**src/rtl/dtq_pkg.sv**
```systemverilog
// Package dtq_pkg
// Shared types for the data tenure scheduler.
package dtq_pkg;
    // Ownership state of the data bus
    typedef enum logic {
        BUS_IDLE  = 1'b0,
        BUS_OWNED = 1'b1
    } bus_state_e;
endpackage

```
**src/rtl/dtq_store.sv**
```systemverilog
// Module dtq_store
// What it does: holds up to DEPTH records in arrival order, with slot 0 the
// oldest. A record can be removed from any slot; the slots after it shift
// down by one. A new record is appended after the survivors of that same
// cycle, so an enqueue and a removal in one cycle both take effect.
// Assumes: rm_idx points at a valid slot whenever rm_en is high.
module dtq_store #(
    parameter int DEPTH = 2,
    parameter int TAG_W = 4,
    parameter int CNT_W = 2,
    parameter int IDX_W = 1
) (
    input  logic                        clk,
    input  logic                        rst_n,
    input  logic                        enq_valid,
    input  logic                        enq_is_write,
    input  logic [TAG_W-1:0]            enq_tag,
    input  logic                        rm_en,
    input  logic [IDX_W-1:0]            rm_idx,
    output logic [DEPTH-1:0][TAG_W-1:0] slot_tag,
    output logic [DEPTH-1:0]            slot_wr,
    output logic [DEPTH-1:0]            slot_vld,
    output logic [CNT_W-1:0]            count,
    output logic                        ovf_err
);
    logic [CNT_W-1:0] count_q;
    logic [CNT_W-1:0] cnt_after;
    logic             enq_acc;
    logic             ovf_q;

    // Occupancy after this cycle's removal, and whether the push fits
    always_comb begin
        cnt_after = count_q - CNT_W'(rm_en);
        enq_acc   = enq_valid && (cnt_after < CNT_W'(DEPTH));
    end

    genvar g;
    generate
        for (g = 0; g < DEPTH; g++) begin : g_slot
            logic [TAG_W-1:0] tag_q, tag_d;
            logic             wr_q,  wr_d;

            // Next slot content: shift on removal, then append
            always_comb begin
                tag_d = tag_q;
                wr_d  = wr_q;
                if (rm_en && (g >= int'(rm_idx))) begin
                    if (g < DEPTH - 1) begin
                        tag_d = g_slot[(g < DEPTH - 1) ? g + 1 : g].tag_q;
                        wr_d  = g_slot[(g < DEPTH - 1) ? g + 1 : g].wr_q;
                    end
                end
                if (enq_acc && (cnt_after == CNT_W'(g))) begin
                    tag_d = enq_tag;
                    wr_d  = enq_is_write;
                end
            end

            // Slot register
            always_ff @(posedge clk) begin
                if (!rst_n) begin
                    tag_q <= '0;
                    wr_q  <= 1'b0;
                end else begin
                    tag_q <= tag_d;
                    wr_q  <= wr_d;
                end
            end

            assign slot_tag[g] = tag_q;
            assign slot_wr[g]  = wr_q;
            assign slot_vld[g] = (count_q > CNT_W'(g));
        end
    endgenerate

    // Occupancy counter and one-cycle drop flag
    always_ff @(posedge clk) begin
        if (!rst_n) begin
            count_q <= '0;
            ovf_q   <= 1'b0;
        end else begin
            count_q <= cnt_after + CNT_W'(enq_acc);
            ovf_q   <= enq_valid && !enq_acc;
        end
    end

    assign count   = count_q;
    assign ovf_err = ovf_q;

    // occupancy bound
    p_cap_r1: assert property (@(posedge clk) disable iff (!rst_n)
        count_q <= CNT_W'(DEPTH))
        else $error("p_cap_r1");

    // push into a full queue with no removal is dropped and flagged
    p_no_overflow_r8: assert property (@(posedge clk) disable iff (!rst_n)
        (enq_valid && !rm_en && count_q == CNT_W'(DEPTH))
        |=> (ovf_q && count_q == $past(count_q)))
        else $error("p_no_overflow_r8");

    // push during a completion on a full queue is kept
    p_swap_r9: assert property (@(posedge clk) disable iff (!rst_n)
        (enq_valid && rm_en && count_q == CNT_W'(DEPTH))
        |=> (!ovf_q && count_q == CNT_W'(DEPTH)))
        else $error("p_swap_r9");
endmodule

```
**src/rtl/dtq_pick.sv**
```systemverilog
// Module dtq_pick
// What it does: chooses the slot to run on a grant. This is slot 0 (the oldest
// record), unless the write-priority strobe is high and some write is held;
// then it is the lowest-numbered write slot.
// Assumes: the valid slots are contiguous from slot 0.
module dtq_pick #(
    parameter int DEPTH = 2,
    parameter int IDX_W = 1
) (
    input  logic [DEPTH-1:0] slot_wr,
    input  logic [DEPTH-1:0] slot_vld,
    input  logic             wr_first,
    output logic [IDX_W-1:0] pick_idx,
    output logic             has_write
);
    logic [IDX_W-1:0] wr_idx;

    // Find the oldest held write by scanning from the young end
    always_comb begin
        wr_idx    = '0;
        has_write = 1'b0;
        for (int i = DEPTH - 1; i >= 0; i--) begin
            if (slot_vld[i] && slot_wr[i]) begin
                wr_idx    = IDX_W'(i);
                has_write = 1'b1;
            end
        end
    end

    // Apply the priority strobe
    always_comb begin
        pick_idx = (wr_first && has_write) ? wr_idx : '0;
    end
endmodule

```
**src/rtl/dtq_ctrl.sv**
```systemverilog
// Module dtq_ctrl
// What it does: tracks whether this master owns the data bus. It takes the
// bus on a grant while records are held, latches which slot is running, and
// releases the bus and requests removal when done arrives.
// Assumes: the running slot stays in place while the bus is owned, because
// pushes only append behind it.
module dtq_ctrl
    import dtq_pkg::*;
#(
    parameter int CNT_W = 2,
    parameter int IDX_W = 1
) (
    input  logic             clk,
    input  logic             rst_n,
    input  logic             grant,
    input  logic             done,
    input  logic [CNT_W-1:0] count,
    input  logic [IDX_W-1:0] pick_idx,
    output logic             busy,
    output logic [IDX_W-1:0] cur_idx,
    output logic             rm_en
);
    bus_state_e       state_q;
    logic [IDX_W-1:0] cur_q;
    logic             take;

    // Decode acceptance and completion from the current state
    always_comb begin
        take  = (state_q == BUS_IDLE) && grant && (count != '0);
        rm_en = (state_q == BUS_OWNED) && done;
    end

    // Ownership state and running-slot register
    always_ff @(posedge clk) begin
        if (!rst_n) begin
            state_q <= BUS_IDLE;
            cur_q   <= '0;
        end else if (take) begin
            state_q <= BUS_OWNED;
            cur_q   <= pick_idx;
        end else if (rm_en) begin
            state_q <= BUS_IDLE;
        end
    end

    assign busy    = (state_q == BUS_OWNED);
    assign cur_idx = cur_q;

    // grant with records held is taken
    p_take_r5: assert property (@(posedge clk) disable iff (!rst_n)
        (!busy && grant && count != '0) |=> busy)
        else $error("p_take_r5");

    // grant with nothing held is ignored
    p_empty_r6: assert property (@(posedge clk) disable iff (!rst_n)
        (!busy && count == '0) |=> !busy)
        else $error("p_empty_r6");

    // ownership and running slot held until done
    p_hold_r10: assert property (@(posedge clk) disable iff (!rst_n)
        (busy && !done) |=> (busy && $stable(cur_q)))
        else $error("p_hold_r10");
endmodule

```
**src/rtl/data_tenure_sched.sv**
```systemverilog
// Module data_tenure_sched (top)
// What it does: schedules the data phases of a pipelined bus master. It
// queues finished address phases, picks one per data-bus grant (in order,
// or the oldest write first when wr_first is high), and holds the bus
// until done.
// Assumes: done is only meaningful while bus_busy is high.
module data_tenure_sched
    import dtq_pkg::*;
#(
    parameter int DEPTH = 2,
    parameter int TAG_W = 4,
    localparam int CNT_W = $clog2(DEPTH + 1),
    localparam int IDX_W = (DEPTH > 1) ? $clog2(DEPTH) : 1
) (
    input  logic             clk,
    input  logic             rst_n,
    input  logic             enq_valid,
    input  logic             enq_is_write,
    input  logic [TAG_W-1:0] enq_tag,
    input  logic             grant,
    input  logic             wr_first,
    input  logic             done,
    output logic             bus_busy,
    output logic [TAG_W-1:0] sel_tag,
    output logic             sel_is_write,
    output logic             deq_pulse,
    output logic [CNT_W-1:0] pend_count,
    output logic             ovf_err
);
    logic [DEPTH-1:0][TAG_W-1:0] slot_tag;
    logic [DEPTH-1:0]            slot_wr;
    logic [DEPTH-1:0]            slot_vld;
    logic [IDX_W-1:0]            pick_idx;
    logic [IDX_W-1:0]            cur_idx;
    logic                        has_write;
    logic                        rm_en;
    logic                        busy;

    dtq_store #(
        .DEPTH(DEPTH), .TAG_W(TAG_W), .CNT_W(CNT_W), .IDX_W(IDX_W)
    ) u_store (
        .clk(clk), .rst_n(rst_n),
        .enq_valid(enq_valid), .enq_is_write(enq_is_write), .enq_tag(enq_tag),
        .rm_en(rm_en), .rm_idx(cur_idx),
        .slot_tag(slot_tag), .slot_wr(slot_wr), .slot_vld(slot_vld),
        .count(pend_count), .ovf_err(ovf_err)
    );

    dtq_pick #(
        .DEPTH(DEPTH), .IDX_W(IDX_W)
    ) u_pick (
        .slot_wr(slot_wr), .slot_vld(slot_vld), .wr_first(wr_first),
        .pick_idx(pick_idx), .has_write(has_write)
    );

    dtq_ctrl #(
        .CNT_W(CNT_W), .IDX_W(IDX_W)
    ) u_ctrl (
        .clk(clk), .rst_n(rst_n), .grant(grant), .done(done),
        .count(pend_count), .pick_idx(pick_idx),
        .busy(busy), .cur_idx(cur_idx), .rm_en(rm_en)
    );

    // Present the running record; quiet zeros while idle
    always_comb begin
        sel_tag      = busy ? slot_tag[cur_idx] : '0;
        sel_is_write = busy ? slot_wr[cur_idx]  : 1'b0;
    end

    assign bus_busy  = busy;
    assign deq_pulse = rm_en;

    // without priority the oldest record runs
    p_in_order_r2: assert property (@(posedge clk) disable iff (!rst_n)
        (!busy && grant && !wr_first && pend_count != '0) |=> (cur_idx == '0))
        else $error("p_in_order_r2");

    // priority with a write held runs a write
    p_bypass_r3: assert property (@(posedge clk) disable iff (!rst_n)
        (!busy && grant && wr_first && has_write && pend_count != '0)
        |=> (busy && sel_is_write))
        else $error("p_bypass_r3");

    // priority with only reads still takes the bus for a read
    p_read_fallback_r4: assert property (@(posedge clk) disable iff (!rst_n)
        (!busy && grant && wr_first && !has_write && pend_count != '0)
        |=> (busy && !sel_is_write))
        else $error("p_read_fallback_r4");

    // running record is stable while owned
    p_sel_stable_r10: assert property (@(posedge clk) disable iff (!rst_n)
        (busy && !done) |=> ($stable(sel_tag) && $stable(sel_is_write)))
        else $error("p_sel_stable_r10");
endmodule

```
**config.mk**
```make
export PLATFORM = sky130hd
export DESIGN_NAME = data_tenure_sched
export DESIGN_NICKNAME = d
export VERILOG_FILES = /design/src/rtl/dtq_pkg.sv /design/src/rtl/dtq_store.sv /design/src/rtl/dtq_pick.sv /design/src/rtl/dtq_ctrl.sv /design/src/rtl/data_tenure_sched.sv
export SDC_FILE = /design/constraint.sdc
export NUM_CORES = 1
export LEC_CHECK = 0
export ABC_AREA = 1
export BUFFER_PORTS_ARGS = -buffer_cell sky130_fd_sc_hd__buf_2
export CAP_MARGIN = 10
export CORE_MARGIN = 2
export CORE_UTILIZATION = 55
export CTS_CLUSTER_SIZE = 24
export DETAILED_ROUTE_END_ITERATION = 12
export PLACE_DENSITY = 0.82
export SYNTH_ARGS = -nofsm -noshare
export SYNTH_HDL_FRONTEND = slang
export SYNTH_HIERARCHICAL = 1
export SYNTH_SLANG_ARGS = --single-unit
```
**constraint.sdc**
```tcl
create_clock -name clk -period 4.85 [get_ports clk]
set_clock_uncertainty 0.1 [all_clocks]
set_input_delay 0.2425 -clock clk [delete_from_list [all_inputs] [get_ports clk]]
set_output_delay 0.2425 -clock clk [all_outputs]
set_load 0.005 [all_outputs]
```
### Word-level counts from Yosys, hierarchy flattened

Index checks and enable logic that the tools add are counted.

* flip-flop bits (word level): 15
* latch bits: 0
* memory bits (writable): 0
* memory bits (read-only): 0
* logic and storage cells: 49
* memories kept: 0

* add/sub/neg operators: 2
* multipliers: 0
* divide/modulo/power cells: 0
* order comparisons: 5
* eq/ne operators: 1
* shift operators: 0
* mux-type cells: 16
* bitwise logic cells: 1
* reductions and logical operators: 16

Operator list (count)
* 2-to-1 mux 4 bit: 5
* logical AND 1 bit: 11
* 2-to-1 mux 1 bit: 11
* nonzero test 2 bit: 3
* greater-than comparator 2 x 1 -> 1 bit (second input constant): 2
* adder 2 x 1 -> 2 bit: 1
* equality test 2 x 1 -> 1 bit (second input constant): 1
* logical NOT 2 bit: 1
* less-than comparator 1 x 2 -> 1 bit (second input constant): 1
* less-than comparator 2 bit (second input constant): 1
* subtractor 2 x 1 -> 2 bit: 1
* greater-or-equal comparator 1 bit (first input constant): 1
* logical NOT 1 bit: 1
* inverter 1 bit: 1

### Depth between registers and ports, before layout

* depth after elaboration: 6
* gate-level depth with buffers: 12
* depth with buffers taken out: 12

### Modules after synthesis

Netlist, hierarchy kept.

Modules (own cells, without submodules)
* dtq_store: instances 1, cells each 110, area each 754.5 um^2, seq. area each 260.2 um^2
* dtq_ctrl: instances 1, cells each 18, area each 112.6 um^2, seq. area each 40.0 um^2
* data_tenure_sched: instances 1, cells each 26, area each 105.1 um^2, seq. area each 0.0 um^2
* dtq_pick: instances 1, cells each 6, area each 23.8 um^2, seq. area each 0.0 um^2

### Worst setup path before layout

No wires, ideal clock.

* path kind: reg-to-reg
* start: register u_ctrl.state_q, in the netlist u_ctrl/busy
* end: register u_store.count_q[1], in the netlist u_store/count[1]
* library setup time: 119 ps
* arrival: 1481 ps
* data required time: 4631 ps
* slack: 3150 ps
* stages on the path, launching flop included: 12
* path buffers: 0
* clock period less this slack: 1700 ps
* cell sequence: dfxtp_1 > nand2_1 > inv_1 > ha_1 > nand2_1 > nand2_4 > nand2_4 > inv_1 > ha_1 > inv_1 > o21ai_0 > a21oi_1

* cells in the longest elaborated chain, start to end: 5

Ends and longest elaborated chain
* start: declaration: line dtq_ctrl.sv:23 `bus_state_e state_q;`
* start signal: assignment: line dtq_ctrl.sv:36 `state_q <= BUS_IDLE;`
* start signal: assignment: line dtq_ctrl.sv:39 `state_q <= BUS_OWNED;`
* start signal: assignment: line dtq_ctrl.sv:42 `state_q <= BUS_IDLE;`
* logical AND 1 bit (*): line dtq_ctrl.sv:30 `rm_en = (state_q == BUS_OWNED) && done;`
* named net deq_pulse: line data_tenure_sched.sv:26 `output logic deq_pulse,`
* subtractor 2 x 1 -> 2 bit (*): line dtq_store.sv:33 `cnt_after = count_q - CNT_W'(rm_en);`
* less-than comparator 2 bit: line dtq_store.sv:34 `enq_acc = enq_valid && (cnt_after < CNT_W'(DEPTH));`
* logical AND 1 bit: line dtq_store.sv:34
* adder 2 x 1 -> 2 bit (*): line dtq_store.sv:82 `count_q <= cnt_after + CNT_W'(enq_acc);`
* end signal: assignment: line dtq_store.sv:82
* end: declaration: line dtq_store.sv:26 `logic [CNT_W-1:0] count_q;`

Mark *: on every way through the listed nets, which the timed path passes. The rest lies on a longest branch.
A chain may end at the register's enable or synchronous reset.

### Worst setup path after layout

* start: register u_ctrl.state_q, in the netlist u_ctrl/busy
* end: register u_store.count_q[1], in the netlist u_store/count[1]

* cells in the longest elaborated chain, start to end: 5

Ends and longest elaborated chain (line)
* logical AND 1 bit (*): dtq_ctrl.sv:30
* subtractor 2 x 1 -> 2 bit (*): dtq_store.sv:33
* less-than comparator 2 bit: dtq_store.sv:34
* logical AND 1 bit: dtq_store.sv:34
* adder 2 x 1 -> 2 bit (*): dtq_store.sv:82

Mark *: on every way between the ends. The rest lies on a longest branch, timed or not.

==> out/qor.txt <==
CELLS AND AREA
--------------------------------------------------------------------------------
Share of post-route cells with drive strength above 1                      0.211
Final Net Count                                                              189
End-of-flow core utilization                                               0.639
Final std cells w/o fill                                                     200
Area growth from synthesis to final layout                                 10.4%
Final non-filler cell area                                              1090 um2
Diodes inserted                                                                0

SETUP PATH
--------------------------------------------------------------------------------
Register-to-Register Setup Slack                                         3030 ps
Critical R2R Capture                                                u_store/count[1]
CP startpoint kind                                                          flop
Worst EP arrival                                                         1910 ps
Highest fanout seen on the critical path                                      10
Classification of the worst setup path                              flop to flop
Data required time at the worst endpoint                                 4940 ps
Kind of end point of the critical path                                      flop
Startpoint of the worst register-to-register path                    u_ctrl/busy
Number of cells on the worst reg-to-reg path                                  11

CLOCK NETWORK
--------------------------------------------------------------------------------
Num CTS Buffers                                                                3
Clock tree from TritonCTS                                                  built
Number of gates resized after CTS                                              0
Hold_buf cts                                                                   0
Clock tree sinks                                                              15
Root Driver                                                         sky130_fd_sc_hd__clkbuf_4
Setup fix buffers added after clock tree synthesis                             0
Max clock buf depth                                                            2
Clk pin slew, worst setup/hold paths                                       90 ps
Clock insertion delay at the later pin of the skew report                 290 ps
Count of H-tree levels built during CTS                                        1

GLOBAL ROUTE
--------------------------------------------------------------------------------
Wire length of the first global-routing pass                             3.50 mm
Total Routing Usage GR                                                     0.235
Number of antenna violations at the first check in global routing              0
Number of global-route vias before repair                                    836
Largest net degree at the start of global routing                             13
Grt ovf                                                                        0

STA
--------------------------------------------------------------------------------
Actual slew at the worst max-slew pin                                     407 ps
Post-route fraction of the period consumed by the critical path            0.375
Upper clock frequency limit                                              549 MHz
Unrepaired setup endpoints after global routing                            false
Setup-failing EPs final                                                        0
Setup WS post-layout                                                     3030 ps
Remaining max-slew budget at the tightest pin                              0.729
Final hold violations                                                          0
Number of pins exceeding their max-slew limit in the final report              0
Min cycle time layout                                                    1820 ps
Final total negative setup slack                                            0 ps

PLACED DESIGN
--------------------------------------------------------------------------------
PortBufs                                                                      20
Worst slack after detailed placement                                     3060 ps
Hpwl dp                                                                  1.54 mm
Number of cells in the design after placement                                196
Area post-placement                                                     1060 um2
Routability cong.                                                          0.892

ROUTING
--------------------------------------------------------------------------------
DRC marker count from the first detailed-route iteration                      17
Antenna-violating nets left                                                    0
Number of vias per cell after detailed routing                              4.64
Total Wirelength                                                         1.98 mm
Number of vias in the routed layout                                          927
Final routed wire length divided by cell count                           9.89 um
Router iterations before antenna repair                                        4
Post-detailed-route DRC marker count                                           0

POWER AND IR DROP
--------------------------------------------------------------------------------
LEAKAGE                                                                 0.594 nW
Internal power contribution                                             0.258 mW
Fraction of power consumed by sequential logic                             0.400
Fraction of power spent switching nets                                     0.433
Net switching power of the design                                       0.197 mW
Clock network fraction of design power                                     0.164
Power per standard cell area                                          418 nW/um2
Worst VDD drop                                                          0.232 mV
Share of total power in combinational logic                                0.436

DIE
--------------------------------------------------------------------------------
Core Rows                                                                     15
Effective utilization at floorplan                                         0.579
Core region area                                                        1710 um2
Die footprint                                                           2150 um2
Die span in y                                                            46.4 um
Die Width                                                                46.4 um
Top-level port count                                                          21

SYNTHESIS
--------------------------------------------------------------------------------
Mean instance size in the synthesized netlist                           6.26 um2
Number of instances in the synthesized netlist                               158
Number of warnings printed during yosys synthesis                              6
Synthesized net count                                                        171
Post-synth design cell area                                              988 um2

MIN PATH
--------------------------------------------------------------------------------
Worst min path class                                                input pin to flop
Number of instances on the worst hold path                                     4
Worst-case hold path end point                                       u_ctrl/busy
Startpoint of the worst hold path                                           done

FLOW RUN
--------------------------------------------------------------------------------
Total of max-cap violations                                                    0

STATUS
--------------------------------------------------------------------------------
Outcome                                                             finished clean

-- metal layers --
layer  share of wire  GRT usage  up-vias  wire length, um
li1                -          -      495                -
met1            0.44      0.290      400              862
met2            0.48      0.369       24              954
met3           0.049     0.0510        8               96
met4           0.032      0.137        0               63
met5               0          0        -                0
-- per-stage QoR --
stage | hold WS (ps) | total power, mW
after floorplan | 263 | 0.354
after global placement | 373 | 0.375
after detailed placement | 376 | 0.384
after CTS | 111 | 0.460
after global routing | 134 | 0.502
final | 121 | 0.456
-- how the worst max path moves through the flow --
stage,startpoint,end,cells after the start
final,u_ctrl/busy,u_store/count[1],11
after global routing,u_ctrl/busy,u_store/count[1],12
after CTS,u_ctrl/busy,u_store/count[1],12
after detailed placement,u_ctrl/busy,u_store/count[1],11
after global placement,u_ctrl/busy,u_store/count[1],11
after floorplan,u_ctrl/busy,u_store/count[1],11
-- sequential cells by signal (all words and copies together) (netlist names) --
name and count:
u_store/count 2, u_store/ovf_err 1, u_ctrl/busy 1, u_store/g_slot.tag_q 8, u_ctrl/cur_idx 1, u_store/g_slot.wr_q 2
-- power groups by stage --
stage               registers (mW)  clock network [mW]  logic [mW]
global route                 0.188              0.0821       0.232
global placement             0.185                   0       0.191
detailed placement           0.186                   0       0.198
floorplan                    0.175                   0       0.179
finish                       0.182              0.0748       0.199
CTS                          0.183              0.0777       0.199
-- area by class of cell --
| class | count | area, um2 |
|---|---|---|
| Clock buffer | 3 | 22.5 |
| Clock inverter | 1 | 5.00 |
| Multi-Input combinational cell | 98 | 487 |
| Inverter | 38 | 145 |
| Sequential cell | 15 | 300 |
| Tap cell | 25 | 31.3 |
| Fill cell | 178 | 617 |
| Timing Repair Buffer | 20 | 100 |
-- critical path: stages (launching register included) --
cell and delay [ps]:
sky130_fd_sc_hd__dfxtp_1 500, sky130_fd_sc_hd__nand2_1 80, sky130_fd_sc_hd__inv_1 100, sky130_fd_sc_hd__ha_1 170, sky130_fd_sc_hd__nand2_1 90, sky130_fd_sc_hd__nand2_4 150, sky130_fd_sc_hd__nand2_4 90, sky130_fd_sc_hd__inv_1 60
sky130_fd_sc_hd__ha_1 130, sky130_fd_sc_hd__inv_1 40, sky130_fd_sc_hd__o21ai_0 160, sky130_fd_sc_hd__a21oi_1 60
-- layout by cell type, fill, tap and decap left out, drive strengths merged --
| master | instances |
|---|---|
| o21ai | 1 |
| clkbuf | 3 |
| inv | 38 |
| a21boi | 1 |
| nand4 | 5 |
| ha | 2 |
| nand3 | 8 |
| nor2 | 21 |
| clkinv | 1 |
| buf | 20 |
| dfxtp | 15 |
| nand2 | 53 |
| a21oi | 7 |
(Power assumes the default switching activity.)
